<file path="config.mk">
export PLATFORM = sky130hd
export DESIGN_NAME = ldma_channel
export DESIGN_NICKNAME = d
export VERILOG_FILES = /design/src/rtl/ldma_pkg.sv /design/src/rtl/ldma_addr_unit.sv /design/src/rtl/ldma_burst_len.sv /design/src/rtl/ldma_channel.sv
export SDC_FILE = /design/constraint.sdc
export NUM_CORES = 1
export LEC_CHECK = 0
export ABC_AREA = 0
export BUFFER_PORTS_ARGS = -buffer_cell sky130_fd_sc_hd__clkbuf_2
export CAP_MARGIN = 20
export CORE_MARGIN = 2
export CORE_UTILIZATION = 53
export CTS_CLUSTER_SIZE = 30
export DETAILED_ROUTE_END_ITERATION = 6
export PLACE_DENSITY = 0.78
export SETUP_SLACK_MARGIN = 0.4
export SLEW_MARGIN = 20
export SYNTH_ARGS = -nofsm -noshare
export SYNTH_HDL_FRONTEND = slang
export SYNTH_SLANG_ARGS = --single-unit
</file>
<file path="constraint.sdc">
create_clock -name clk -period 4.63 [get_ports clk]
set_input_delay 0.2315 -clock clk [delete_from_list [all_inputs] [get_ports clk]]
set_output_delay 0.2315 -clock clk [all_outputs]
set_load 0.02 [all_outputs]
</file>
<file path="src/rtl/ldma_pkg.sv">
package ldma_pkg;

  typedef enum logic [2:0] {
    ST_IDLE  = 3'd0,
    ST_RD    = 3'd1,
    ST_RDACK = 3'd2,
    ST_WR    = 3'd3,
    ST_WRACK = 3'd4,
    ST_LINK  = 3'd5,
    ST_END   = 3'd6,
    ST_ENDW  = 3'd7
  } st_e;

  // control word layout, LSB first: width, src mode, dst mode, burst code, custom, loop
  typedef struct packed {
    logic       loop;
    logic       bcust;
    logic [3:0] bcode;
    logic [1:0] dctl;
    logic [1:0] sctl;
    logic [1:0] width;
  } ctrl_t;

  localparam int DESC_WORDS = 8;
  localparam logic [2:0] DWI_CTRL = 3'd0;
  localparam logic [2:0] DWI_SIZE = 3'd1;
  localparam logic [2:0] DWI_SRC  = 3'd2;
  localparam logic [2:0] DWI_DST  = 3'd4;
  localparam logic [2:0] DWI_NEXT = 3'd6;

  function automatic ctrl_t decode_ctrl(input logic [31:0] w);
    return ctrl_t'(w[11:0]);
  endfunction

endpackage

</file>
<file path="src/rtl/ldma_addr_unit.sv">
module ldma_addr_unit #(
  parameter int AW = 32
) (
  input  logic [AW-1:0] addr,
  input  logic [1:0]    ctl,
  input  logic [1:0]    width,
  output logic [AW-1:0] addr_next,
  output logic          misaligned
);
  logic [AW-1:0] step;

  always_comb begin
    step = {{(AW-1){1'b0}}, 1'b1} << width;
    case (ctl)
      2'd0:    addr_next = addr + step;
      2'd1:    addr_next = addr - step;
      default: addr_next = addr;
    endcase
    misaligned = |(addr & (step - {{(AW-1){1'b0}}, 1'b1}));
  end
endmodule

</file>
<file path="src/rtl/ldma_burst_len.sv">
module ldma_burst_len #(
  parameter int MAX_BCODE = 10,
  parameter int LEN_W     = MAX_BCODE + 1
) (
  input  logic [3:0]       code,
  input  logic             custom,
  output logic [LEN_W-1:0] len
);
  always_comb begin
    if (custom)
      len = LEN_W'(code) + LEN_W'(1);
    else if (int'(code) > MAX_BCODE)
      len = LEN_W'(1) << MAX_BCODE;
    else
      len = LEN_W'(1) << code;
  end
endmodule

</file>
<file path="src/rtl/ldma_channel.sv">
module ldma_channel #(
  parameter int AW        = 32,
  parameter int DW        = 64,
  parameter int CNT_W     = 16,
  parameter int MAX_BCODE = 10
) (
  input  logic          clk,
  input  logic          rst,
  input  logic          start,
  input  logic          abort,
  input  logic [31:0]   cfg_ctrl,
  input  logic [31:0]   cfg_size,
  input  logic [AW-1:0] cfg_src,
  input  logic [AW-1:0] cfg_dst,
  input  logic [AW-1:0] cfg_next,
  output logic          bus_req,
  output logic          bus_we,
  output logic [AW-1:0] bus_addr,
  output logic [1:0]    bus_size,
  output logic          bus_last,
  output logic [DW-1:0] bus_wdata,
  input  logic          bus_resp,
  input  logic          bus_err,
  input  logic [DW-1:0] bus_rdata,
  output logic          evt_done,
  output logic          evt_half,
  output logic          evt_err,
  output logic          evt_abort,
  output logic          ch_enable,
  output logic          dma_idle,
  output logic [2:0]    dma_state
);
  import ldma_pkg::*;

  localparam int LEN_W = MAX_BCODE + 1;
  localparam int IDX_W = $clog2(DESC_WORDS);

  st_e              state;
  ctrl_t            ctl, cfg_c;
  logic [CNT_W-1:0] size_q, moved_q, moved_n;
  logic [AW-1:0]    src_q, dst_q, osrc_q, odst_q, next_q, lbase_q;
  logic [LEN_W-1:0] bcnt_q, blen;
  logic [IDX_W-1:0] lidx_q;
  logic             lpend_q, abort_q, en_q, beat_last;
  logic [DW-1:0]    rbuf_q;
  logic [AW-1:0]    au_addr [2];
  logic [AW-1:0]    au_next [2];
  logic [1:0]       au_ctl  [2];
  logic [1:0]       au_mis;
  logic [1:0]       chk_w;

  assign cfg_c = decode_ctrl(cfg_ctrl);

  // in idle the units vet the incoming configuration; otherwise they step the live addresses
  always_comb begin
    chk_w      = (state == ST_IDLE) ? cfg_c.width : ctl.width;
    au_addr[0] = (state == ST_IDLE) ? cfg_src : src_q;
    au_addr[1] = (state == ST_IDLE) ? cfg_dst : dst_q;
    au_ctl[0]  = ctl.sctl;
    au_ctl[1]  = ctl.dctl;
  end

  for (genvar s = 0; s < 2; s++) begin : g_side
    ldma_addr_unit #(.AW(AW)) u_au (
      .addr(au_addr[s]), .ctl(au_ctl[s]), .width(chk_w),
      .addr_next(au_next[s]), .misaligned(au_mis[s])
    );
  end

  ldma_burst_len #(.MAX_BCODE(MAX_BCODE), .LEN_W(LEN_W)) u_blen (
    .code(ctl.bcode), .custom(ctl.bcust), .len(blen)
  );

  assign moved_n   = moved_q + CNT_W'(1);
  assign beat_last = (bcnt_q == blen - LEN_W'(1)) || (moved_n == size_q);

  always_comb begin
    bus_req   = 1'b0;
    bus_we    = 1'b0;
    bus_addr  = src_q;
    bus_size  = ctl.width;
    bus_last  = 1'b0;
    bus_wdata = rbuf_q;
    case (state)
      ST_RD: begin
        bus_req  = !abort_q;
        bus_last = beat_last;
      end
      ST_WR: begin
        bus_req  = !abort_q;
        bus_we   = 1'b1;
        bus_addr = dst_q;
        bus_last = beat_last;
      end
      ST_LINK: begin
        bus_req  = !lpend_q && !abort_q;
        bus_addr = lbase_q + AW'({lidx_q, 2'b00});
        bus_size = 2'd2;
        bus_last = (lidx_q == IDX_W'(DESC_WORDS - 1));
      end
      default: ;
    endcase
  end

  always_ff @(posedge clk) begin
    if (rst) begin
      state <= ST_IDLE;   ctl <= '0;      size_q <= '0;  moved_q <= '0;
      src_q <= '0;        dst_q <= '0;    osrc_q <= '0;  odst_q <= '0;
      next_q <= '0;       lbase_q <= '0;  bcnt_q <= '0;  lidx_q <= '0;
      lpend_q <= 1'b0;    abort_q <= 1'b0; en_q <= 1'b0; rbuf_q <= '0;
      evt_done <= 1'b0;   evt_half <= 1'b0; evt_err <= 1'b0; evt_abort <= 1'b0;
    end else begin
      evt_done <= 1'b0; evt_half <= 1'b0; evt_err <= 1'b0; evt_abort <= 1'b0;
      if (state == ST_IDLE) abort_q <= 1'b0;
      else if (abort)       abort_q <= 1'b1;
      case (state)
        ST_IDLE: if (start) begin
          ctl <= cfg_c;  size_q <= cfg_size[CNT_W-1:0];
          src_q <= cfg_src;  osrc_q <= cfg_src;
          dst_q <= cfg_dst;  odst_q <= cfg_dst;
          next_q <= cfg_next;  moved_q <= '0;  bcnt_q <= '0;  en_q <= 1'b1;
          if (|au_mis) begin
            evt_err <= 1'b1; en_q <= 1'b0; state <= ST_ENDW;
          end else if (cfg_size[CNT_W-1:0] == '0) state <= ST_END;
          else state <= ST_RD;
        end
        ST_RD, ST_WR: begin
          if (abort_q) begin
            evt_abort <= 1'b1; en_q <= 1'b0; state <= ST_ENDW;
          end else state <= (state == ST_RD) ? ST_RDACK : ST_WRACK;
        end
        ST_RDACK: if (bus_resp) begin
          if (bus_err) begin
            evt_err <= 1'b1; en_q <= 1'b0; state <= ST_ENDW;
          end else begin
            rbuf_q <= bus_rdata; state <= ST_WR;
          end
        end
        ST_WRACK: if (bus_resp) begin
          if (bus_err) begin
            evt_err <= 1'b1; en_q <= 1'b0; state <= ST_ENDW;
          end else begin
            src_q   <= au_next[0];
            dst_q   <= au_next[1];
            moved_q <= moved_n;
            bcnt_q  <= beat_last ? '0 : bcnt_q + LEN_W'(1);
            if (size_q > CNT_W'(1) && moved_n == (size_q >> 1)) evt_half <= 1'b1;
            state <= (moved_n == size_q) ? ST_END : ST_RD;
          end
        end
        ST_END: begin
          evt_done <= 1'b1;
          if (ctl.loop && size_q != '0) begin
            src_q <= osrc_q; dst_q <= odst_q; moved_q <= '0; bcnt_q <= '0;
            state <= ST_RD;
          end else if (next_q != '0) begin
            lbase_q <= next_q; lidx_q <= '0; lpend_q <= 1'b0; state <= ST_LINK;
          end else begin
            en_q <= 1'b0; state <= ST_ENDW;
          end
        end
        ST_LINK: begin
          if (!lpend_q) begin
            if (abort_q) begin
              evt_abort <= 1'b1; en_q <= 1'b0; state <= ST_ENDW;
            end else lpend_q <= 1'b1;
          end else if (bus_resp) begin
            if (bus_err) begin
              evt_err <= 1'b1; en_q <= 1'b0; state <= ST_ENDW;
            end else begin
              lpend_q <= 1'b0;
              lidx_q  <= lidx_q + IDX_W'(1);
              case (lidx_q)
                DWI_CTRL: ctl    <= decode_ctrl(bus_rdata[31:0]);
                DWI_SIZE: size_q <= bus_rdata[CNT_W-1:0];
                DWI_SRC:  begin src_q <= AW'(bus_rdata[31:0]); osrc_q <= AW'(bus_rdata[31:0]); end
                DWI_DST:  begin dst_q <= AW'(bus_rdata[31:0]); odst_q <= AW'(bus_rdata[31:0]); end
                DWI_NEXT: next_q <= AW'(bus_rdata[31:0]);
                default: ;
              endcase
              if (lidx_q == IDX_W'(DESC_WORDS - 1)) begin
                moved_q <= '0; bcnt_q <= '0;
                if (|au_mis) begin
                  evt_err <= 1'b1; en_q <= 1'b0; state <= ST_ENDW;
                end else if (size_q == '0) state <= ST_END;
                else state <= ST_RD;
              end
            end
          end
        end
        default: state <= ST_IDLE;
      endcase
    end
  end

  assign ch_enable = en_q;
  assign dma_idle  = (state == ST_IDLE);
  assign dma_state = state;


  one_req_chk: assert property (@(posedge clk) disable iff (rst) bus_req |=> !bus_req);

  wr_after_rd_chk: assert property (@(posedge clk) disable iff (rst)
    (bus_req && bus_we) |-> $past(bus_resp && !bus_err));

  burst_cnt_chk: assert property (@(posedge clk) disable iff (rst)
    (state == ST_RD || state == ST_WR) |-> (bcnt_q < blen));

  abort_stop_chk: assert property (@(posedge clk) disable iff (rst)
    evt_abort |=> (dma_idle && !ch_enable));

  err_stop_chk: assert property (@(posedge clk) disable iff (rst)
    evt_err |=> (dma_idle && !ch_enable));

  misalign_chk: assert property (@(posedge clk) disable iff (rst)
    (state == ST_IDLE && start && (|au_mis)) |=> (state == ST_ENDW && !bus_req));
endmodule

</file>
==> results of run 1 <==
## cells in the mapped netlist, types with 26 or more instances
| master | count |
|---|---|
| nand3_1 | 55 |
| inv_1 | 41 |
| nand2_1 | 306 |
| o211ai_1 | 32 |
| mux2_2 | 61 |
| mux2i_1 | 47 |
| nor2_1 | 352 |
| a22oi_1 | 44 |
| and3_1 | 56 |
| dfxtp_1 | 324 |
| a221oi_1 | 28 |
| clkbuf_1 | 170 |
| xor2_1 | 49 |
| nor4_1 | 30 |
| nand4_1 | 26 |
| a21oi_1 | 354 |
| o21ai_0 | 173 |
| nor3_1 | 54 |
| a21o_1 | 48 |
| a211oi_1 | 140 |
| ha_1 | 81 |
| xnor2_1 | 71 |
## worst max-delay path: cells and delay by family, from the launching register on
kind                   cells  cell delay (ns)
buffers and inverters      5             1.61
AOI/OAI and AO/OA          2             0.88
and+or+nand+nor            2             0.48
DFF                        1             0.35
## metal layers
layer / GRT usage / vias to the layer above / wire length, µm
met2: 0.628 / 1454 / 40100
met4: 0.311 / 4 / 7580
met3: 0.0725 / 362 / 8460
met1: 0.488 / 11500 / 33700
met5: 0 / - / 24
li1: - / 11200 / -
## power by group through the flow
| stage | Sequential, mW | Combinational [mW] | Clock, mW |
|---|---|---|---|
| 2_1_floorplan | 3.86 | 6.46 | 0 |
| 3_3_place_gp | 4.02 | 8.80 | 0 |
| 3_5_place_dp | 4.05 | 8.95 | 0 |
| 4_1_cts | 4.00 | 9.13 | 3.22 |
| 5_1_grt | 4.09 | 10.2 | 3.34 |
| 6_report | 4.03 | 9.47 | 3.23 |
## flip-flops by register name, indices dropped and copies added (netlist names), 3 cells and up
register,flops
next_q,32
moved_q,16
dma_state,3
src_q,32
lidx_q,3
osrc_q,32
au_ctl,4
odst_q,32
size_q,16
bcnt_q,11
dst_q,32
lbase_q,32
bus_wdata,64
ctl,8
## timing repair
item | CTS | global route
buffers inserted | 1 | 4
hold buffers | 105 | 0
pin swaps | 0 | 2
setup endpoints to repair | 1 | 16
endpoints found under the hold margin | 106 | 0
resized for setup | 5 | 25
## stage by stage
step	utilization	power (mW)
detailed placement	0.585	13.0
global placement	0.585	12.8
finish	0.647	16.7
floorplan	-	10.3
CTS	0.644	16.4
global route	0.647	17.6
## path summary, 6_finish.rpt
check                              startpoint             to  slack [ns]  depth (start not counted)
worst max-delay path             dma_state[0]    bus_addr[9]        0.46                          9
worst min-delay path              cfg_dst[25]     odst_q[25]       0.008                          3
worst max register to register   dma_state[0]      src_q[31]        0.55                         16
worst min register to register  bus_wdata[31]  bus_wdata[31]        0.45                          2
## cell usage in the layout, fill, tap and decap left out, drive strengths merged, types with 61 or more instances in the layout
cell type    instances
nor2               353
a211oi             140
a21oi              356
nand2              306
buf                 77
xnor2               71
ha                  81
dfxtp              324
o21ai              177
mux2                61
dlygate4sd3        105
clkbuf             357
## cell type report
class,instances,area [µm²]
clock inverter,11,195
timing repair buffer,484,3210
multi-input combinational,2309,14500
clock buffer,55,1110
inverter,45,169
antenna,3,7.51
fill,3504,14400
sequential,324,6500
tap,532,666
## logic make-up after synthesis
| kind of cell | after synthesis | synth area share |
|---|---|---|
| buffers and inverters | 258 | 0.0475 |
| and+or+nand+nor | 996 | 0.212 |
| adders and majority gates | 84 | 0.0491 |
| AOI/OAI and AO/OA | 996 | 0.289 |
| xor gates and xnor gates | 124 | 0.0519 |
| DFF | 324 | 0.297 |
| muxes | 109 | 0.0540 |
==> results.yml, run 1 <==
timing:
  max_freq_ghz: 0.240
  slew_violations: 0
  postLayoutSetupSlackWorst_ns: 0.463
  max_slew.worst_pin.slew_ns: 1.09
  clock_skew_ns: 0.0211
  hold_viol_final: 0
  period_share: 0.900
  hold_slack_ns: 0.00807
  period_needed_ns: 4.17
  fin_tns_setup_ns: 0
  grt_setup_unrepaired: "false"
  setup_viol: 0
  relSlewSlack: 0.275
finish:
  nets: 3517
  final_cell_area_um2: 26300
  drive_gt1_frac: 0.175
  area_growth_pct: 20.6
  stdcell_count: 3763
synth:
  syn_inst: 2891
  yosysTopAreaCellShare: 0.297
  synth.area.top_cells: "dfxtp_1, a21oi_1, nor2_1"
  ys.flop_type: "dfxtp_1"
  syn-num-nets: 3205
  yosysWarnings: 0
  yosysTopAreaCell: "dfxtp_1"
  synthArstFlopShare: 0
  synth.ff_latch_count: 324
  synth_edf_count: 0
  yosys.cell_types.count: 96
  synth_area_per_cell_um2: 7.56
  synth_area_um2: 21900
  synth_seq_area_share: 0.297
setup_path:
  path_class: "reg2out"
  required_ns: 4.40
  cp-start-kind: "flop"
  crit_path_max_incr_delay_ns: 0.69
  worst_ep_arrival_time_ns: 3.94
  crit_path_end_kind: "primary output"
  crit_chain: "buf_4 > buf_4 > inv_1 > buf_4 > nor3_2 > nor2_2 > a22oi_1 > o21ai_0 > clkbuf_2"
  critical_path.max_fanout: 60
  path_common_cell: "buf_4"
  cp_slowest_cell: "a22oi_1"
floorplan:
  ios: 340
  row_count: 74
  die_w_um: 207
  start_util: 0.536
  core_area_um2: 40700
  die_h_um: 207
  die_area_um2: 42900
placed_design:
  io_buffers: 303
  dp_cells: 3583
  placed_area_um2: 23800
  routabilityCongestion: 1.01
  place_ws_ns: 0.485
  post-dp-hpwl_um: 63400
power:
  p_per_area_nw_per_um2: 635
  p_leak_nw: 10.7
  p_comb_frac: 0.566
  switching_share: 0.469
  peakVddDrop_mv: 0.384
  seq_power_share: 0.241
  p_int_mw: 8.89
  switchingPower_mw: 7.84
  clockPowerShare: 0.193
global_route:
  grt_pass1_vias: 23300
  antenna_found_initial: 5
  grt-ovfl-total: 0
  grt_usage: 0.401
  grt_pass1_wl_um: 136000
  grt_max_degree: 160
clock_network:
  cts_tree: "yes"
  clock_latency_ns: 0.59
  cts_root_buf: "clkbuf_16"
  numCtsBuffers: 39
  clkSinkCount: 324
  cts-htree-levels: 2
  cts.reportedPaths.clkPinSlew_ns: 0.06
  cts_buffer_depth: 3
routing:
  num_vias: 24500
  ant_nets: 0
  drt-initial-drc-count: 3250
  viasPerCell: 6.52
  drcViolationCount: 0
  drt_pass1_iterations: 6
  routed_wl_um: 89800
  wire_per_inst_um: 23.9
worst_hold_path:
  hold_path_class: "in2reg"
job:
  maxCapViolations: 0
outcome:
  status: "complete, no violations"
No activity file was read; power rests on OpenSTA's default activity.
==> run 2: changes to the inputs <==
--- a/config.mk
+++ b/config.mk
@@ -12,2 +12,3 @@
 export CORE_UTILIZATION = 53
+export CTS_CLUSTER_DIAMETER = 200
 export CTS_CLUSTER_SIZE = 30
==> constraint.sdc (replaced) <==
create_clock -name clk -period 4.63 [get_ports clk]
set_input_delay 0.463 -clock clk [delete_from_list [all_inputs] [get_ports clk]]
set_output_delay 0.463 -clock clk [all_outputs]
set_load 0.02 [all_outputs]
==> results.yml, run 2 (same netlist as run 1, synthesis figures left out) <==
timing:
  setup_viol: 0
  period_needed_ns: 4.15
  slew_violations: 0
  max_slew.worst_pin.slew_ns: 1.16
  clock_skew_ns: 0.0270
  hold_viol_final: 0
  period_share: 0.897
  grt_setup_unrepaired: "true"
  relSlewSlack: 0.225
  max_freq_ghz: 0.241
  fin_tns_setup_ns: 0
routing:
  viasPerCell: 6.60
  num_vias: 23900
  routed_wl_um: 86900
  drcViolationCount: 0
  drt-initial-drc-count: 2900
  wire_per_inst_um: 24.0
  ant_nets: 0
  drt_pass1_iterations: 7
power:
  p_comb_frac: 0.629
  p_leak_nw: 9.87
  peakVddDrop_mv: 0.319
  p_per_area_nw_per_um2: 616
  switching_share: 0.497
  seq_power_share: 0.267
  switchingPower_mw: 7.50
  clockPowerShare: 0.104
  p_int_mw: 7.59
clock_network:
  clock_latency_ns: 0.55
  cts.reportedPaths.clkPinSlew_ns: 0.14
  clkSinkCount: 324
  cts-hold-fix-buffers: 0
  cts_tree: "yes"
  numCtsBuffers: 14
  cts-htree-levels: 1
  cts_buffer_depth: 3
  cts_root_buf: "clkbuf_16"
finish:
  area_growth_pct: 12.1
  stdcell_count: 3614
  layout_common_cells: "nor2_1, a21oi_1, dfxtp_1"
  nets: 3393
  drive_gt1_frac: 0.174
  largest_register_ff_count: 64
placed_design:
  post-dp-hpwl_um: 63100
  dp_cells: 3583
  routabilityCongestion: 1.01
  io_buffers: 303
setup_path:
  crit_path_max_incr_delay_ns: 0.41
  cp_slowest_cell: "dfxtp_4"
  path_class: "reg2out"
  reg2reg_from: "dma_state[1]"
  worst_ep_arrival_time_ns: 3.69
  path_depth: 14
  reg2reg_depth: 16
  crit_path_end_kind: "primary output"
  setup.worst_path.start: "ctl[7]"
  timing.critical_path.buf_inv: 3
  cp-start-kind: "flop"
  path_delay_family: "simple AND/OR/NAND/NOR gates"
  r2r_slack_ns: 0.53
  r2r-end: "src_q[26]"
  critPathCapture: "bus_last"
  critical_path.max_fanout: 6
  required_ns: 4.17
  crit_chain: "inv_2 > ha_4 > nor4b_1 > a21oi_2 > ha_2 > nor3b_4 > and4_4 > nand2_1 > o211ai_1 > nand3_1 > nor4bb_4 > buf_4 > o311a_1 > buf_4"
  path_common_cell: "buf_4"
floorplan:
  die_area_um2: 42900
  start_util: 0.536
  die_w_um: 207
  ios: 340
  row_count: 74
  core_area_um2: 40700
  die_h_um: 207
global_route:
  grt_usage: 0.381
  grt-ovfl-total: 0
  grt_pass1_vias: 22100
  grt_max_degree: 160
  grt_pass1_wl_um: 130000
  antenna_found_initial: 3
outcome:
  status: "complete, no violations"
job:
  maxCapViolations: 0
worst_hold_path:
  hold_path_class: "in2reg"
==> run 2: cell types whose count changed in the layout (fill, tap and decap cells not counted), moves of 3 or more <==
cell / before / now
clkbuf_16: 40 / 16
clkbuf_1: 10 / 1
a2111oi_1: 4 / 1
a2111oi_0: 1 / 4
clkinv_2: 3 / 0
dlygate4sd3_1: 105 / 0
clkbuf_8: 5 / 0
dfxtp_1: 318 / 315
bufinv_16: 4 / 0
buf_4: 70 / 76
ha_1: 80 / 77
==> run 2: cell type report <==
cell class                 count  area, µm²
antenna                        2       5.00
clock buffer                  16        379
clock inverter                 1       8.76
fill                        3767      16200
inverter                      45        169
multi-input combinational   2309      14500
sequential                   324       6510
tap                          532        666
timing repair buffer         385       2230
==> run 2: repair_timing <==
action	CTS	global route
buffers inserted	1	9
resized for setup	12	33
pin swaps	0	10
endpoints found under the setup margin	3	26
gates cloned	0	1
==> run 2: through the flow <==
step,hold slack (ns),utilization,setup slack [ns],cell area [µm²],power (mW)
floorplan,0.442,-,0.443,21900,10.3
global placement,0.441,0.585,0.390,23800,12.8
detailed placement,0.449,0.585,0.297,23800,13.0
CTS,0.135,0.596,0.320,24300,14.6
global route,0.135,0.601,0.315,24500,15.9
finish,0.143,0.601,0.477,24500,15.1
==> run 2: power groups by stage <==
stage / clock, mW / combinational (mW) / sequential (mW)
after floorplan: 0 / 6.46 / 3.86
after global placement: 0 / 8.78 / 4.02
after detailed placement: 0 / 8.94 / 4.05
after CTS: 1.56 / 9.06 / 3.99
after global routing: 1.65 / 10.2 / 4.09
final: 1.57 / 9.49 / 4.03
==> run 2: worst min-delay path by stage <==
stage                     cells past startpoint          start            end  slack [ns]
after CTS                                     3  bus_rdata[47]  bus_wdata[47]        0.14
after global placement                        2  bus_wdata[40]  bus_wdata[40]        0.44
after global routing                          3  bus_rdata[36]  bus_wdata[36]        0.13
final                                         3  bus_rdata[32]  bus_wdata[32]        0.14
after floorplan                               2      src_q[10]      src_q[10]        0.44
after detailed placement                      2  bus_wdata[20]  bus_wdata[20]        0.45
==> run 2: worst register-to-register path: stages, from the launching register on <==
cell	delay (ns)
dfxtp_4	0.38
nor3_4	0.28
buf_12	0.22
o31a_1	0.22
inv_1	0.09
ha_1	0.21
fa_1	0.38
nand2b_1	0.21
a21oi_2	0.27
o21ai_1	0.20
a21oi_1	0.24
o221ai_1	0.28
nor3_2	0.30
o221ai_1	0.22
xnor2_1	0.19
nand2_1	0.07
a311oi_1	0.26
==> run 2: layer usage <==
| metal | global-route usage | wire [µm] |
|---|---|---|
| met3 | 0.0559 | 8040 |
| met5 | 0 | 0 |
| met1 | 0.481 | 33200 |
| met2 | 0.608 | 38700 |
| met4 | 0.251 | 6920 |
